<file path="src/rtl/flash_rd_pkg.sv">
package flash_rd_pkg;

  typedef enum logic [2:0] {
    ST_ARRAY       = 3'd0,
    ST_ERASE_SETUP = 3'd1,
    ST_AUTOSEL     = 3'd2,
    ST_STATUS      = 3'd3,
    ST_QUERY       = 3'd4
  } cmd_state_e;

  localparam logic [7:0] QUERY_LEN = 8'h52;

  function automatic int unsigned size_to_bytes(input logic [1:0] code);
    case (code)
      2'd0:    return 1;
      2'd1:    return 2;
      default: return 4;
    endcase
  endfunction

endpackage

</file>
<file path="src/rtl/fr_byte_pack.sv">
module fr_byte_pack (
  input  logic [31:0] lanes,
  input  logic [1:0]  size_code,
  input  logic        big_end,
  output logic [31:0] word
);
  import flash_rd_pkg::*;

  logic [7:0] b [4];

  generate
    for (genvar k = 0; k < 4; k++) begin : g_lane
      assign b[k] = lanes[8*k +: 8];
    end
  endgenerate

  always_comb begin
    word = '0;
    case (size_to_bytes(size_code))
      1: word = {24'b0, b[0]};
      2: word = big_end ? {16'b0, b[0], b[1]} : {16'b0, b[1], b[0]};
      default: word = big_end ? {b[0], b[1], b[2], b[3]} : {b[3], b[2], b[1], b[0]};
    endcase
  end
endmodule

</file>
<file path="src/rtl/fr_query_rom.sv">
module fr_query_rom #(
  parameter int unsigned ADDR_W       = 16,
  parameter int unsigned SECTOR_BYTES = 4096
) (
  input  logic [7:0] offset,
  output logic [7:0] qbyte
);
  import flash_rd_pkg::*;

  localparam int unsigned CHIP_BYTES = 32'd1 << ADDR_W;
  localparam int unsigned NSEC_M1    = CHIP_BYTES / SECTOR_BYTES - 1;
  localparam logic [7:0]  SZ_LOG     = 8'(ADDR_W);
  localparam logic [7:0]  NSEC_LO    = 8'(NSEC_M1 & 32'hFF);
  localparam logic [7:0]  NSEC_HI    = 8'((NSEC_M1 >> 8) & 32'hFF);
  localparam logic [7:0]  SEC_LO     = 8'((SECTOR_BYTES >> 8) & 32'hFF);
  localparam logic [7:0]  SEC_HI     = 8'((SECTOR_BYTES >> 16) & 32'hFF);

  logic [7:0] entry;

  always_comb begin
    case (offset)
      8'h10: entry = 8'h51;
      8'h11: entry = 8'h52;
      8'h12: entry = 8'h59;
      8'h13: entry = 8'h02;
      8'h15: entry = 8'h31;
      8'h1B: entry = 8'h27;
      8'h1C: entry = 8'h36;
      8'h1F: entry = 8'h07;
      8'h21: entry = 8'h09;
      8'h22: entry = 8'h0C;
      8'h23: entry = 8'h01;
      8'h25: entry = 8'h0A;
      8'h26: entry = 8'h0D;
      8'h27: entry = SZ_LOG;
      8'h28: entry = 8'h02;
      8'h2C: entry = 8'h01;
      8'h2D: entry = NSEC_LO;
      8'h2E: entry = NSEC_HI;
      8'h2F: entry = SEC_LO;
      8'h30: entry = SEC_HI;
      8'h31: entry = 8'h50;
      8'h32: entry = 8'h52;
      8'h33: entry = 8'h49;
      8'h34: entry = 8'h31;
      8'h35: entry = 8'h30;
      default: entry = 8'h00;
    endcase
    qbyte = (offset >= QUERY_LEN) ? 8'h00 : entry;
  end
endmodule

</file>
<file path="src/rtl/fr_ident_sel.sv">
module fr_ident_sel #(
  parameter logic [15:0] ID0 = 16'h0001,
  parameter logic [15:0] ID1 = 16'h22A5,
  parameter logic [15:0] ID2 = 16'h00FF,
  parameter logic [15:0] ID3 = 16'h2201
) (
  input  logic [7:0]  offset,
  output logic        hit,
  output logic [15:0] value
);
  always_comb begin
    hit   = 1'b0;
    value = '0;
    case (offset)
      8'h00: begin hit = 1'b1; value = ID0; end
      8'h01: begin hit = 1'b1; value = ID1; end
      8'h02: begin hit = 1'b1; value = 16'h0000; end
      8'h0E: begin hit = (ID2[7:0] != 8'hFF); value = ID2; end
      8'h0F: begin hit = (ID3[7:0] != 8'hFF); value = ID3; end
      default: ;
    endcase
  end
endmodule

</file>
<file path="src/rtl/fr_lazy_ctrl.sv">
module fr_lazy_ctrl #(
  parameter int unsigned LIMIT = 42
) (
  input  logic clk,
  input  logic rst_n,
  input  logic rd_fire,
  input  logic idle,
  input  logic first_wr,
  output logic direct
);
  localparam int unsigned CNT_W = $clog2(LIMIT + 2);

  logic [CNT_W-1:0] cnt;
  logic [CNT_W:0]   cnt_inc;

  assign cnt_inc = {1'b0, cnt} + 1'b1;

  always_ff @(posedge clk) begin
    if (!rst_n) begin
      cnt    <= '0;
      direct <= 1'b1;
    end else if (first_wr) begin
      cnt    <= '0;
      direct <= 1'b0;
    end else if (rd_fire && idle && !direct) begin
      if (cnt != {CNT_W{1'b1}}) cnt <= cnt_inc[CNT_W-1:0];
      if (cnt_inc > (CNT_W+1)'(LIMIT)) direct <= 1'b1;
    end
  end
endmodule

</file>
<file path="src/rtl/flash_rd_mux.sv">
module flash_rd_mux #(
  parameter int unsigned ADDR_W       = 16,
  parameter int unsigned DEV_BYTES    = 2,
  parameter int unsigned SECTOR_BYTES = 4096,
  parameter int unsigned LAZY_LIMIT   = 42,
  parameter logic [15:0] ID0          = 16'h0001,
  parameter logic [15:0] ID1          = 16'h22A5,
  parameter logic [15:0] ID2          = 16'h00FF,
  parameter logic [15:0] ID3          = 16'h2201
) (
  input  logic              clk,
  input  logic              rst_n,
  input  logic              req_valid,
  output logic              req_ready,
  input  logic [ADDR_W-1:0] req_addr,
  input  logic [1:0]        req_size,
  input  logic              req_be,
  input  logic [2:0]        cmd_state,
  input  logic [7:0]        status_byte,
  input  logic              cmd_idle,
  input  logic              cmd_first_wr,
  output logic [ADDR_W-1:0] arr_addr,
  input  logic [31:0]       arr_rdata,
  output logic              rsp_valid,
  input  logic              rsp_ready,
  output logic [31:0]       rsp_data,
  output logic              seq_abort,
  output logic              direct_mode
);
  import flash_rd_pkg::*;

  localparam int unsigned OFF_SHIFT = (DEV_BYTES >= 4) ? 2 : (DEV_BYTES == 2) ? 1 : 0;

  cmd_state_e  st;
  logic        accept;
  logic [7:0]  word_off;
  logic [31:0] arr_word;
  logic        id_hit;
  logic [15:0] id_val;
  logic [7:0]  q_byte;
  logic [31:0] rd_word;
  logic        unknown_st;

  assign st        = cmd_state_e'(cmd_state);
  assign req_ready = !rsp_valid || rsp_ready;
  assign accept    = req_valid && req_ready;
  assign arr_addr  = req_addr;
  assign word_off  = req_addr[7:0] >> OFF_SHIFT;

  fr_byte_pack u_pack (
    .lanes     (arr_rdata),
    .size_code (req_size),
    .big_end   (req_be),
    .word      (arr_word)
  );

  fr_ident_sel #(.ID0(ID0), .ID1(ID1), .ID2(ID2), .ID3(ID3)) u_ident (
    .offset (word_off),
    .hit    (id_hit),
    .value  (id_val)
  );

  fr_query_rom #(.ADDR_W(ADDR_W), .SECTOR_BYTES(SECTOR_BYTES)) u_query (
    .offset (word_off),
    .qbyte  (q_byte)
  );

  fr_lazy_ctrl #(.LIMIT(LAZY_LIMIT)) u_lazy (
    .clk      (clk),
    .rst_n    (rst_n),
    .rd_fire  (accept),
    .idle     (cmd_idle),
    .first_wr (cmd_first_wr),
    .direct   (direct_mode)
  );

  always_comb begin
    unknown_st = 1'b0;
    rd_word    = arr_word;
    case (st)
      ST_ARRAY, ST_ERASE_SETUP: rd_word = arr_word;
      ST_AUTOSEL:               if (id_hit) rd_word = {16'b0, id_val};
      ST_STATUS:                rd_word = {24'b0, status_byte};
      ST_QUERY:                 rd_word = {24'b0, q_byte};
      default:                  unknown_st = 1'b1;
    endcase
  end

  always_ff @(posedge clk) begin
    if (!rst_n) begin
      rsp_valid <= 1'b0;
      rsp_data  <= '0;
      seq_abort <= 1'b0;
    end else begin
      seq_abort <= accept && unknown_st;
      if (accept) begin
        rsp_valid <= 1'b1;
        rsp_data  <= rd_word;
      end else if (rsp_ready) begin
        rsp_valid <= 1'b0;
      end
    end
  end
endmodule

</file>
<file path="config.mk">
export PLATFORM = sky130hd
export DESIGN_NAME = flash_rd_mux
export DESIGN_NICKNAME = d
export VERILOG_FILES = /design/src/rtl/flash_rd_pkg.sv /design/src/rtl/fr_byte_pack.sv /design/src/rtl/fr_query_rom.sv /design/src/rtl/fr_ident_sel.sv /design/src/rtl/fr_lazy_ctrl.sv /design/src/rtl/flash_rd_mux.sv
export SDC_FILE = /design/constraint.sdc
export NUM_CORES = 1
export LEC_CHECK = 0
export BUFFER_PORTS_ARGS = -buffer_cell sky130_fd_sc_hd__buf_2
export CAP_MARGIN = 20
export CORE_MARGIN = 10
export CORE_UTILIZATION = 45
export CTS_CLUSTER_SIZE = 14
export DETAILED_ROUTE_END_ITERATION = 8
export HOLD_SLACK_MARGIN = 0.15
export PLACE_DENSITY = 0.88
export SLEW_MARGIN = 20
export SYNTH_ARGS = -nofsm -noshare
export SYNTH_HDL_FRONTEND = slang
export SYNTH_SLANG_ARGS = --single-unit
</file>
<file path="constraint.sdc">
create_clock -name clk -period 2.4 [get_ports clk]
set_input_delay 0.72 -clock clk [delete_from_list [all_inputs] [get_ports clk]]
set_output_delay 0.72 -clock clk [all_outputs]
set_load 0.02 [all_outputs]
</file>
==> results.md <==
* Die area at around 11,000 um^2
* Crit Path Category: input port to flop
* Final hold viol count at 0
* CP Buf/Inv Count at 4
* Worst setup EP type: flop
* Post-synth EDFFs at 0
* Most frequent cells in the layout: 99 x buf_2, 43 x nand2_1, 41 x dfxtp_1, 32 x buf_4, 30 x a21oi_1
* Largest net degree at the start of global routing at 38
* CP max stage delay at 390 ps
* Clk slew on worst S/H paths at approximately 90 ps
* H-tree depth at 2
* Root Buffer: clkbuf_8
* Slew HR at 0.6199
* Sw frac at 0.3035
* Vias per cell at between 5 and 6
* Final Cell Area at 4018 um^2
* Clk_skew at between 9 and 10 ps
* Post-synthesis cell area at approximately 3200 um^2
* Nets at slightly below 600
* Total power at 1.946 mW
* I/O Buffers at about 100
* Failing checks: setup timing
* P_int at ~1.4 mW
* Starting density of the core at 0.4636
* CP top delay family: compound AO/OA/AOI/OAI gates
* Final period util at 1.010
* Syn_area_per_cell at between 7 and 8 um^2
* Die Ht at 103.9 um
* Leak pwr at approximately 1.8 nW
* Number of global-route vias before repair at roughly 3,300
* N_diodes at 0
* Min Hold Slack at about 470 ps
* Post-DP HPWL at approximately 8000 um
* Site row count at 30
* Routed wire length at 10,830 um
* Ratio of cells with drive above 1 in the final layout at 0.3525
* Max Cap Viol at 0
* Critical Path AT at approximately 2700 ps
* Initial antenna violation count at 0
* Dpl cells at 590
* Reg power frac at 0.378
* CTS tree: built
* CP max-delay cell: or3_4
* Worst-path fanout max at 5
* Sink Count at 41
* Reported net switching power at 0.5905 mW
* FFs w/ async S/R, synth at 0
* Die W at just over 100 um
* CTS Buf Count at 5
* Worst Setup Slack, final at -22.99 ps
* Clock Power Share at 0.338
* Worst Setup Start Kind: input port
* Post-Place Worst Slack at -290.4 ps
* Yosys cell types at 67
* Global-route wire length before repair at 16,410 um
* Drt drc at 0
* Clock Path Buffers at 2
* GRT Total Usage at 0.1795
* Main flop type after synthesis: dfxtp_1
* Grt ovf at 0
* Sequential area share after synthesis at 0.2592
* Placer Congestion at ~1
* Non-Filler Instances at about 600
* Run status: complete, but fails checks
* #FFs+latches synth at 41
* Data required time at the worst endpoint at 2640 ps
* I/O pins at 120
* Synthesized net count at roughly 480
* Cell-by-cell listing of the critical path: buf_6, inv_4, ha_2, or3_4, a2111oi_4, buf_4, o211ai_4, clkbuf_16, o21ai_1, and2_1
* Layout area overhead at 26.87%
* Clock latency on the worst-skew pair at roughly 290 ps
* DRT antenna net count at 0
* Power density cells at slightly below 500 nW/um^2
* Core Area at just under 7000 um^2
* Worst-Margin Slew at ~570 ps
* Placed cell area at roughly 3700 um^2
* Routed len/inst at about 18 um
* Minimum clock period at ~2400 ps
* Fin. max-slew vios at 0
* Final setup viols at 2
* Commonest non-fill, non-tap cell in the layout: buf_2
* Synth Instances at about 400
* Max frequency at roughly 410 MHz
* Hold-fix buffers at CTS at 0
* 1st-pass router iterations at 5
* Yosys warning total at 0
* DR iter-0 viols at about 470
* Via Count at 3,546
* Peak supply drop at about 0.31 mV
* Worst min path class: flop to flop
* Comb pwr share at 0.284
## per-stage QoR
step | util | setup TNS [ps]
after floorplan | - | 0
after CTS | 0.5676 | 0
after global routing | 0.5881 | -251.1
after detailed placement | 0.5480 | -5315
after global placement | 0.5480 | -3975
final | 0.5881 | -30.45
## worst register-to-register path, cell delays in order, from the launching register on
cell and delay [ps]:
dfxtp_1 370, inv_1 50, ha_1 300, o211ai_1 190, a21oi_1 90, o21bai_1 140
a31oi_1 100, o311ai_0 280
## final timing paths
path	end	startpoint	depth (start not counted)	slack (ps)
hold / removal	rsp_data[15]	rsp_data[15]	2	470
hold reg to reg	rsp_data[15]	rsp_data[15]	2	470
setup reg to reg	u_lazy.direct	u_lazy.cnt[1]	7	770
setup / recovery	rsp_data[24]	req_addr[2]	10	-20
## power groups by stage
stage	Sequential (mW)	Clock (mW)	Combinational (mW)
2_1_floorplan	0.786	0	0.302
3_3_place_gp	0.749	0	0.500
3_5_place_dp	0.750	0	0.508
4_1_cts	0.734	0.663	0.512
5_1_grt	0.738	0.691	0.596
6_report	0.735	0.657	0.554
## per-layer routing
metal,part of all wire,track usage,vias up
met5,0,0,-
met4,0.028,0.04871,0
met3,0.081,0.03656,32
met2,0.49,0.3158,202
met1,0.40,0.2150,1657
li1,-,-,1655
## layout make-up
type | count | area (um^2)
Clock buffer | 5 | 68.82
Clock inverter | 3 | 65.06
Fill cell | 627 | 2814
Inverter | 9 | 38.79
Multi-Input combinational cell | 311 | 2076
Sequential cell | 41 | 820.8
Tap cell | 96 | 120.1
Timing Repair Buffer | 136 | 828.3
## cells in the mapped netlist, types with 3 or more instances
cell type	instances	area (um^2)
nand2_1	43	161.4
clkbuf_1	12	45.04
a21oi_1	30	150.1
nor3_1	7	35.03
and3b_1	3	26.28
nor2_1	20	75.07
and3_1	5	31.28
inv_1	9	33.78
o21ai_0	26	130.1
dfxtp_1	41	820.8
nand3_1	10	50.05
o31ai_1	3	22.52
mux2i_1	24	240.2
o21ai_1	16	80.08
nor2b_1	4	25.02
a221oi_1	3	26.28
buf_4	18	135.1
nor4_1	6	37.54
a22oi_1	9	67.56
o211ai_1	4	30.03
nand2b_1	6	37.54
o21ai_2	5	43.79
ha_1	8	100.1
a211oi_1	4	30.03
and2b_2	6	52.55
a31oi_1	6	37.54
buf_6	4	45.04
o21a_1	5	37.54
and2_1	18	112.6
## cell families after synthesis
group | count (synthesis) | synth area share
multiplexers | 24 | 0.07586
AO/OA/AOI/OAI | 132 | 0.2738
adder cells (fa/ha/maj) | 8 | 0.03161
buffers and inverters | 50 | 0.1059
flip-flops | 41 | 0.2592
XOR/XNOR | 2 | 0.005532
AND/OR/NAND/NOR | 145 | 0.2481
## timing repair
item	4_1_cts	5_1_grt
endpoints found under the setup margin	0	11
resized for setup	0	23
buffers inserted	0	1
## sequential cells by signal, summed over array words and instances (netlist names)
name           flops
seq_abort          1
rsp_valid          1
rsp_data          32
u_lazy.cnt         6
u_lazy.direct      1
Power figures use the tool's default switching activity.
